**src/rtl/iota_pkg.sv**
```systemverilog
package iota_pkg;

    // Source picked for one destination lane
    typedef enum logic {
        LANE_KEEP  = 1'b0,
        LANE_COUNT = 1'b1
    } lane_src_e;

endpackage

```
**src/rtl/iota_prefix_count.sv**
```systemverilog
module iota_prefix_count #(
    parameter int LANES = 8,
    parameter int CNT_W = $clog2(LANES) + 1
) (
    input  logic [LANES-1:0]            bits_i,
    output logic [LANES-1:0][CNT_W-1:0] cnt_o
);

    // Exclusive running sum: lane i sees only bits below i
    assign cnt_o[0] = '0;

    for (genvar i = 1; i < LANES; i++) begin : g_chain
        assign cnt_o[i] = cnt_o[i-1] + CNT_W'(bits_i[i-1]);
    end

endmodule

```
**src/rtl/iota_lane_select.sv**
```systemverilog
module iota_lane_select
    import iota_pkg::*;
#(
    parameter int LANES  = 8,
    parameter int ELEM_W = 16,
    parameter int CNT_W  = $clog2(LANES) + 1,
    parameter int VL_W   = $clog2(LANES + 1)
) (
    input  logic [LANES-1:0]             pred_i,
    input  logic [VL_W-1:0]              vl_i,
    input  logic [LANES-1:0][CNT_W-1:0]  cnt_i,
    input  logic [LANES-1:0][ELEM_W-1:0] old_i,
    output logic [LANES-1:0][ELEM_W-1:0] lane_o
);

    localparam int PAD_W = ELEM_W - CNT_W;

    for (genvar i = 0; i < LANES; i++) begin : g_lane
        lane_src_e src;

        always_comb begin
            src = LANE_KEEP;
            if ((VL_W'(i) < vl_i) && pred_i[i]) begin
                src = LANE_COUNT;
            end
        end

        always_comb begin
            unique case (src)
                LANE_COUNT: lane_o[i] = {{PAD_W{1'b0}}, cnt_i[i]};
                default:    lane_o[i] = old_i[i];
            endcase
        end
    end

endmodule

```
**src/rtl/iota_gen.sv**
```systemverilog
module iota_gen #(
    parameter int LANES  = 8,
    parameter int ELEM_W = 16,
    parameter int VL_W   = $clog2(LANES + 1)
) (
    input  logic                    clk,
    input  logic                    rst_n,
    input  logic                    start_i,
    input  logic [LANES-1:0]        val_i,
    input  logic                    val_en_i,
    input  logic [LANES-1:0]        mask_i,
    input  logic                    mask_en_i,
    input  logic [VL_W-1:0]         vl_i,
    input  logic [LANES*ELEM_W-1:0] old_i,
    output logic [LANES*ELEM_W-1:0] res_o,
    output logic                    done_o
);

    localparam int CNT_W = $clog2(LANES) + 1;
    localparam logic [VL_W-1:0] VL_MAX = VL_W'(LANES);

    typedef struct packed {
        logic [LANES-1:0][ELEM_W-1:0] res;
        logic                         done;
    } state_t;

    state_t st_d, st_q;

    logic [LANES-1:0]             val_eff;
    logic [LANES-1:0]             mask_eff;
    logic [LANES-1:0]             live_bits;
    logic [VL_W-1:0]              vl_eff;
    logic [LANES-1:0][CNT_W-1:0]  cnt;
    logic [LANES-1:0][ELEM_W-1:0] old_lanes;
    logic [LANES-1:0][ELEM_W-1:0] merged;

    always_comb begin
        val_eff   = val_en_i  ? val_i  : '1;
        mask_eff  = mask_en_i ? mask_i : '1;
        live_bits = val_eff & mask_eff;
        vl_eff    = (vl_i > VL_MAX) ? VL_MAX : vl_i;
        old_lanes = old_i;
    end

    iota_prefix_count #(
        .LANES (LANES),
        .CNT_W (CNT_W)
    ) u_count (
        .bits_i (live_bits),
        .cnt_o  (cnt)
    );

    iota_lane_select #(
        .LANES  (LANES),
        .ELEM_W (ELEM_W),
        .CNT_W  (CNT_W),
        .VL_W   (VL_W)
    ) u_select (
        .pred_i (mask_eff),
        .vl_i   (vl_eff),
        .cnt_i  (cnt),
        .old_i  (old_lanes),
        .lane_o (merged)
    );

    always_comb begin
        st_d      = st_q;
        st_d.done = 1'b0;
        if (start_i) begin
            st_d.res  = merged;
            st_d.done = 1'b1;
        end
    end

    always_ff @(posedge clk or negedge rst_n) begin
        if (!rst_n) begin
            st_q <= '0;
        end else begin
            st_q <= st_d;
        end
    end

    assign res_o  = st_q.res;
    assign done_o = st_q.done;

endmodule

```
**config.mk**
```make
export PLATFORM = sky130hd
export DESIGN_NAME = iota_gen
export DESIGN_NICKNAME = d
export VERILOG_FILES = /design/src/rtl/iota_pkg.sv /design/src/rtl/iota_prefix_count.sv /design/src/rtl/iota_lane_select.sv /design/src/rtl/iota_gen.sv
export SDC_FILE = /design/constraint.sdc
export NUM_CORES = 1
export LEC_CHECK = 0
export BUFFER_PORTS_ARGS = -buffer_cell sky130_fd_sc_hd__buf_2
export CORE_ASPECT_RATIO = 1.25
export CORE_MARGIN = 3
export CORE_UTILIZATION = 30
export DETAILED_ROUTE_END_ITERATION = 8
export GPL_TIMING_DRIVEN = 0
export SETUP_SLACK_MARGIN = 0.5
export SLEW_MARGIN = 20
export SYNTH_ARGS = -nofsm -noshare
export SYNTH_HDL_FRONTEND = slang
export SYNTH_SLANG_ARGS = --single-unit
```
**constraint.sdc**
```tcl
create_clock -name clk -period 1.8 [get_ports clk]
set_input_delay 0.36 -clock clk [delete_from_list [all_inputs] [get_ports clk]]
set_output_delay 0.36 -clock clk [all_outputs]
set_load 0.005 [all_outputs]
```
Word level (Yosys, flattened, before mapping)
Cells that the tools add are included.
{"block": "totals", "word_cells": 53, "regBits": 129}
{"block": "classes", "muxes": 20, "add_sub_neg": 6, "order_cmp": 9, "n_bitwise": 1, "n_reduce_logical": 8}
{"op": "$mux W16", "n": 8}
{"op": "$add A4 B1 Y4", "n": 5}
{"op": "$lt A3 B4 Y1 const A", "n": 4}
{"op": "$mux W1", "n": 9}
{"op": "$logic_and A1 B1 Y1", "n": 8}
{"op": "$lt A1 B4 Y1 const A", "n": 2}
{"op": "$lt A2 B4 Y1 const A", "n": 2}
{"op": "$mux W8", "n": 1}
{"op": "$and A7 B7 Y7", "n": 1}
{"op": "$mux W7", "n": 1}
{"op": "$gt A4 B4 Y1 const B", "n": 1}
{"op": "$mux W4", "n": 1}
{"op": "$add A1 B1 Y2", "n": 1}

Logic depth before layout (Yosys ltp)
{"block": "logic_depth", "word_depth": 9, "mapped_depth": 14}

Hierarchy
Synthesis repeated with hierarchy kept, for this count alone.
{"block": "unflattened", "hier_cells": 511, "area_unflattened_um2": 6710.2}
{"mod": "iota_gen", "area_each_um2": 5009.8, "seq_area_each_um2": 3228.1, "instances": 1, "cells_each": 299}
{"mod": "iota_lane_select", "area_each_um2": 1123.6, "seq_area_each_um2": 0.0, "instances": 1, "cells_each": 148}
{"mod": "iota_prefix_count", "area_each_um2": 576.8, "seq_area_each_um2": 0.0, "instances": 1, "cells_each": 64}

Worst setup path after synthesis
No wires, ideal clock.
{"block": "synth_path", "path_kind": "in2reg", "startpoint": "input port val_en_i", "endpoint": "register st_q (netlist bit res_o[98])", "setup_ns": 0.125, "t_arrival_ns": 3.028, "slack_ns": -1.353, "stages": 11, "required_ns": 1.675, "path_cell_list": "buf_6 a21oi_1 xor2_1 ha_1 ha_1 ha_1 ha_1 ha_1 xnor3_1 mux2_2 mux2_4"}
{"block": "synth_between", "elab_chain_cells": 8}
{"element": "start, declared", "line_no": "iota_gen.sv:10", "source": "input logic val_en_i,"}
{"element": "$mux W7 (*)", "line_no": "iota_gen.sv:38", "source": "val_eff = val_en_i ? val_i : '1;"}
{"element": "$and A7 B7 Y7 (*)", "line_no": "iota_gen.sv:40", "source": "live_bits = val_eff & mask_eff;"}
{"element": "$add A1 B1 Y2", "line_no": "iota_prefix_count.sv:13", "source": "assign cnt_o[i] = cnt_o[i-1] + CNT_W'(bits_i[i-1]);"}
{"element": "$add A4 B1 Y4 (3 in series)", "line_no": "iota_prefix_count.sv:13"}
{"element": "$add A4 B1 Y4 (*)", "line_no": "iota_prefix_count.sv:13"}
{"element": "$mux W16 (*)", "line_no": "iota_lane_select.sv:29", "source": "unique case (src)"}
{"element": "end signal, assigned", "line_no": "iota_gen.sv:79", "source": "st_q <= st_d;"}
{"element": "end, declared", "line_no": "iota_gen.sv:27", "source": "state_t st_d, st_q;"}
Mark *: on every way between the ends. The rest lies on a longest branch, timed or not.
A chain may end at the register's enable or synchronous reset.

Worst setup path after layout
{"block": "layout_path", "startpoint": "input port mask_en_i", "endpoint": "register st_q (netlist bit res_o[98])"}
{"block": "layout_between", "elab_chain_cells": 8, "word_cells_on_any_way": 10, "classes_between": "add/sub (5); mux (3); bitwise (1); reduce/logical (1)"}
{"element": "start, declared", "line_no": "iota_gen.sv:12", "source": "input logic mask_en_i,"}
{"element": "$mux W8 (*)", "line_no": "iota_gen.sv:39", "source": "mask_eff = mask_en_i ? mask_i : '1;"}
{"element": "$and A7 B7 Y7", "line_no": "iota_gen.sv:40"}
{"element": "$add A1 B1 Y2", "line_no": "iota_prefix_count.sv:13"}
{"element": "$add A4 B1 Y4 (4 in series)", "line_no": "iota_prefix_count.sv:13"}
{"element": "$mux W16 (*)", "line_no": "iota_lane_select.sv:29"}
Marked as above.

==> insert_results.sql <==
INSERT INTO impl_metrics (metric_group, metric, value, unit) VALUES
('outcome', 'run_status', 'complete, but fails checks', ''),
('outcome', 'violations_in_the_final_reports', 'negative setup slack', ''),
('final_layout', 'most_common_cell_after_layout_fill_and_taps_aside', 'sky130_fd_sc_hd__buf_2', ''),
('timing', 'report.final.hold_viol_count', '0', ''),
('route', 'drt_pass1_iterations', '4', ''),
('global_route', 'grt-busiest-layer', 'met2', ''),
('yosys', 'yosys.area_share.adder', '0.0236', ''),
('final_layout', 'antennaDiodeCount', '0', ''),
('yosys', 'synthDistinctLibCells', '30', ''),
('final_layout', 'commonest_non_fill_non_tap_cells_in_the_layout', 'sky130_fd_sc_hd__buf_2 (275), sky130_fd_sc_hd__dfrtp_1 (129), sky130_fd_sc_hd__inv_1 (116), sky130_fd_sc_hd__nand2_1 (113), sky130_fd_sc_hd__o22ai_1 (108)', ''),
('yosys', 'synth_edf_count', '0', ''),
('yosys', 'sequential_fraction_of_the_synthesis_area', '0.554', ''),
('yosys', 'largest_family_of_logic_cells_by_synthesized_area', 'compound AO/OA/AOI/OAI gates', ''),
('pwr', 'leakagePower', '4.77', 'nW'),
('yosys', 'synth-simple-area-share', '0.105', ''),
('timing', 'fin_skew', '0', 'ns'),
('yosys', 'xor_xnor_fraction_of_synth_area', '0.0174', ''),
('timing', 'timing.fmax', '377', 'MHz'),
('final_layout', 'multi_input_combinational_cell_area', '2380', 'sq um'),
('timing', 'max_slew_violations', '0', ''),
('final_layout', 'ff_latch_area', '3230', 'sq um'),
('route', 'wire_per_inst', '16.1', 'microns'),
('die', 'io_pins', '282', ''),
('placement', 'buffer_ports.inserted', '279', ''),
('pwr', 'cell_area_power_density', '1020', 'nW/um^2'),
('critical_path', 'crit_required', '2.09', 'ns'),
('timing', 'final-setup-viol-count', '12', ''),
('yosys', 'synth_ff_type', 'sky130_fd_sc_hd__dfrtp_1', ''),
('clocking', 'clk_path_buf_depth', '2', ''),
('route', 'drt_wl_total', '19900', 'microns'),
('die', 'chipHeight', '162', 'microns'),
('clocking', 'cts.sinks', '129', ''),
('yosys', 'post_synth.cell_area_avg', '9.26', 'sq um'),
('placement', 'dp.final_hpwl', '14700', 'microns'),
('final_layout', 'drive_above_1_share', '0.453', ''),
('yosys', 'synth_cell_area', '5830', 'sq um'),
('route', 'drc_errors', '0', ''),
('critical_path', 'timing_worst_setup_path_type', 'primary input to flip-flop', ''),
('yosys', 'synth-warning-count', '0', ''),
('die', 'die_width', '131', 'microns'),
('pwr', 'power.total', '9.28', 'mW'),
('final_layout', 'num-nets-final', '1154', ''),
('yosys', 'synth-async-reset-ratio', '1.00', ''),
('clocking', 'worst_skew_pair.late_latency', '0.41', 'ns'),
('critical_path', 'worstPathArrival', '2.94', 'ns'),
('timing', 'final_period_minus_worst_setup_slack', '2.65', 'ns'),
('route', 'post_drt_via_cell_ratio', '4.54', ''),
('timing', 'smallest_setup_slack_after_layout', '-0.850', 'ns'),
('final_layout', 'area_growth_syn_to_layout', '56.2', '%'),
('global_route', 'grt.met2_usage', '0.327', ''),
('final_layout', 'filler_cell_count', '1858', ''),
('critical_path', 'worstSetupEndpointType', 'flip-flop', ''),
('global_route', 'grt_pass1_wl', '30100', 'microns'),
('global_route', 'global_route.usage.met3', '0.0441', ''),
('yosys', 'syn-instance-count', '629', ''),
('timing', 'grt_setup_unrepaired', 'yes', ''),
('job', 'cap_violations', '0', ''),
('die', 'placeable_core_region', '18900', 'sq um'),
('yosys', 'synthMuxAreaShare', '0.0436', ''),
('route', 'first_iter_violations', '187', ''),
('global_route', 'grt_antenna_before_repair', '0', ''),
('placement', 'globalplace.congestion', '0.794', ''),
('die', 'floorplan.initialDensity', '0.308', ''),
('timing', 'timing.max_slew.rel_slack', '0.582', ''),
('route', 'route.antenna.remaining_nets', '0', ''),
('route', 'route.vias.total', '5602', ''),
('timing', 'tightestPinTransition', '0.627', 'ns'),
('clocking', 'cts.htree.levels', '4', ''),
('yosys', 'synth-compound-area-share', '0.154', ''),
('placement', 'preCtsSetupSlack', '-1.50', 'ns'),
('die', 'num_rows', '56', '');
-- state kept, by name (all words and copies together), names as in the netlist --
register  cells
done_o        1
res_o       128
-- area by class of cell --
class                      count  area share
multi-input combinational    344       0.261
clock inverter                13      0.0164
inverter                     118      0.0487
buffer                        38      0.0231
tap                          232      0.0319
timing repair buffer         342       0.216
clock buffer                  19      0.0487
sequential                   129       0.355
-- metal layers --
| metal | wire, microns | share of wire |
|---|---|---|
| met1 | 8090 | 0.41 |
| met2 | 10500 | 0.53 |
| met3 | 1060 | 0.053 |
| met4 | 280 | 0.014 |
| met5 | 0 | 0 |
-- cells by family after synthesis --
family,Yosys count
compound gates,147
simple gates,152
xor+xnor,10
fa+ha+maj,11
flops,129
mux,24
buf+inv,156
-- report_power, final --
part           switching (mW)  total (mW)  internal [mW]
clock network            1.36        3.45           2.10
logic                    1.14        2.46           1.33
registers               0.153        3.36           3.21
-- per-stage QoR --
step | instances | util | TNS [ns]
CTS | 1202 | 0.463 | -5.54
finish | 1235 | 0.481 | -6.50
floorplan | 629 | - | -8.11
detailed placement | 1141 | 0.409 | -47.78
global placement | 1140 | 0.407 | -242.61
global route | 1235 | 0.481 | -6.95
-- path summary, 6_finish.rpt --
kind                       cells after the start         to  slack [ns]       from
setup / recovery                              12  res_o[98]       -0.85  mask_en_i
hold / removal                                 1     done_o        0.08    start_i
setup reg to reg                               2  res_o[98]        0.93  res_o[98]
hold reg to reg                                1  res_o[83]        0.50  res_o[83]
max in group asynchronous                      3  res_o[67]        0.68      rst_n
min in group asynchronous                      2  res_o[38]        0.44      rst_n
-- synth_stat cells (all sizes together), types with 2 or more instances --
| library cell | instances | area, sq um |
|---|---|---|
| dfrtp | 129 | 3230 |
| inv | 118 | 443 |
| nand2 | 115 | 434 |
| o22ai | 108 | 676 |
| clkbuf | 35 | 131 |
| a21oi | 32 | 164 |
| nor2 | 23 | 86.3 |
| mux2i | 16 | 160 |
| ha | 11 | 138 |
| mux2 | 8 | 93.8 |
| nor2b | 7 | 43.8 |
| xnor2 | 5 | 43.8 |
| xor2 | 4 | 35.0 |
| buf | 3 | 18.8 |
| nand3 | 3 | 15.0 |
| a21boi | 2 | 26.3 |
| o21ai | 2 | 10.0 |
-- repair_timing --
| action | 4_1_cts | 5_1_grt |
|---|---|---|
| hold buffers | 1 | 0 |
| pin swaps | 14 | 11 |
| gates resized for setup | 56 | 25 |
| endpoints found under the hold margin | 61 | 0 |
| setup endpoints to repair | 197 | 247 |
| buffers inserted | 28 | 33 |
-- worst max-delay path: stages --
cell and delay [ns]:
sky130_fd_sc_hd__buf_8 0.10, sky130_fd_sc_hd__nor2b_4 0.13, sky130_fd_sc_hd__a21oi_2 0.16, sky130_fd_sc_hd__xor2_2 0.22
sky130_fd_sc_hd__ha_4 0.26, sky130_fd_sc_hd__ha_4 0.22, sky130_fd_sc_hd__ha_4 0.17, sky130_fd_sc_hd__ha_4 0.28
sky130_fd_sc_hd__ha_4 0.12, sky130_fd_sc_hd__xnor3_2 0.40, sky130_fd_sc_hd__mux2_4 0.27, sky130_fd_sc_hd__mux2_4 0.25
(Power assumes the default switching activity.)
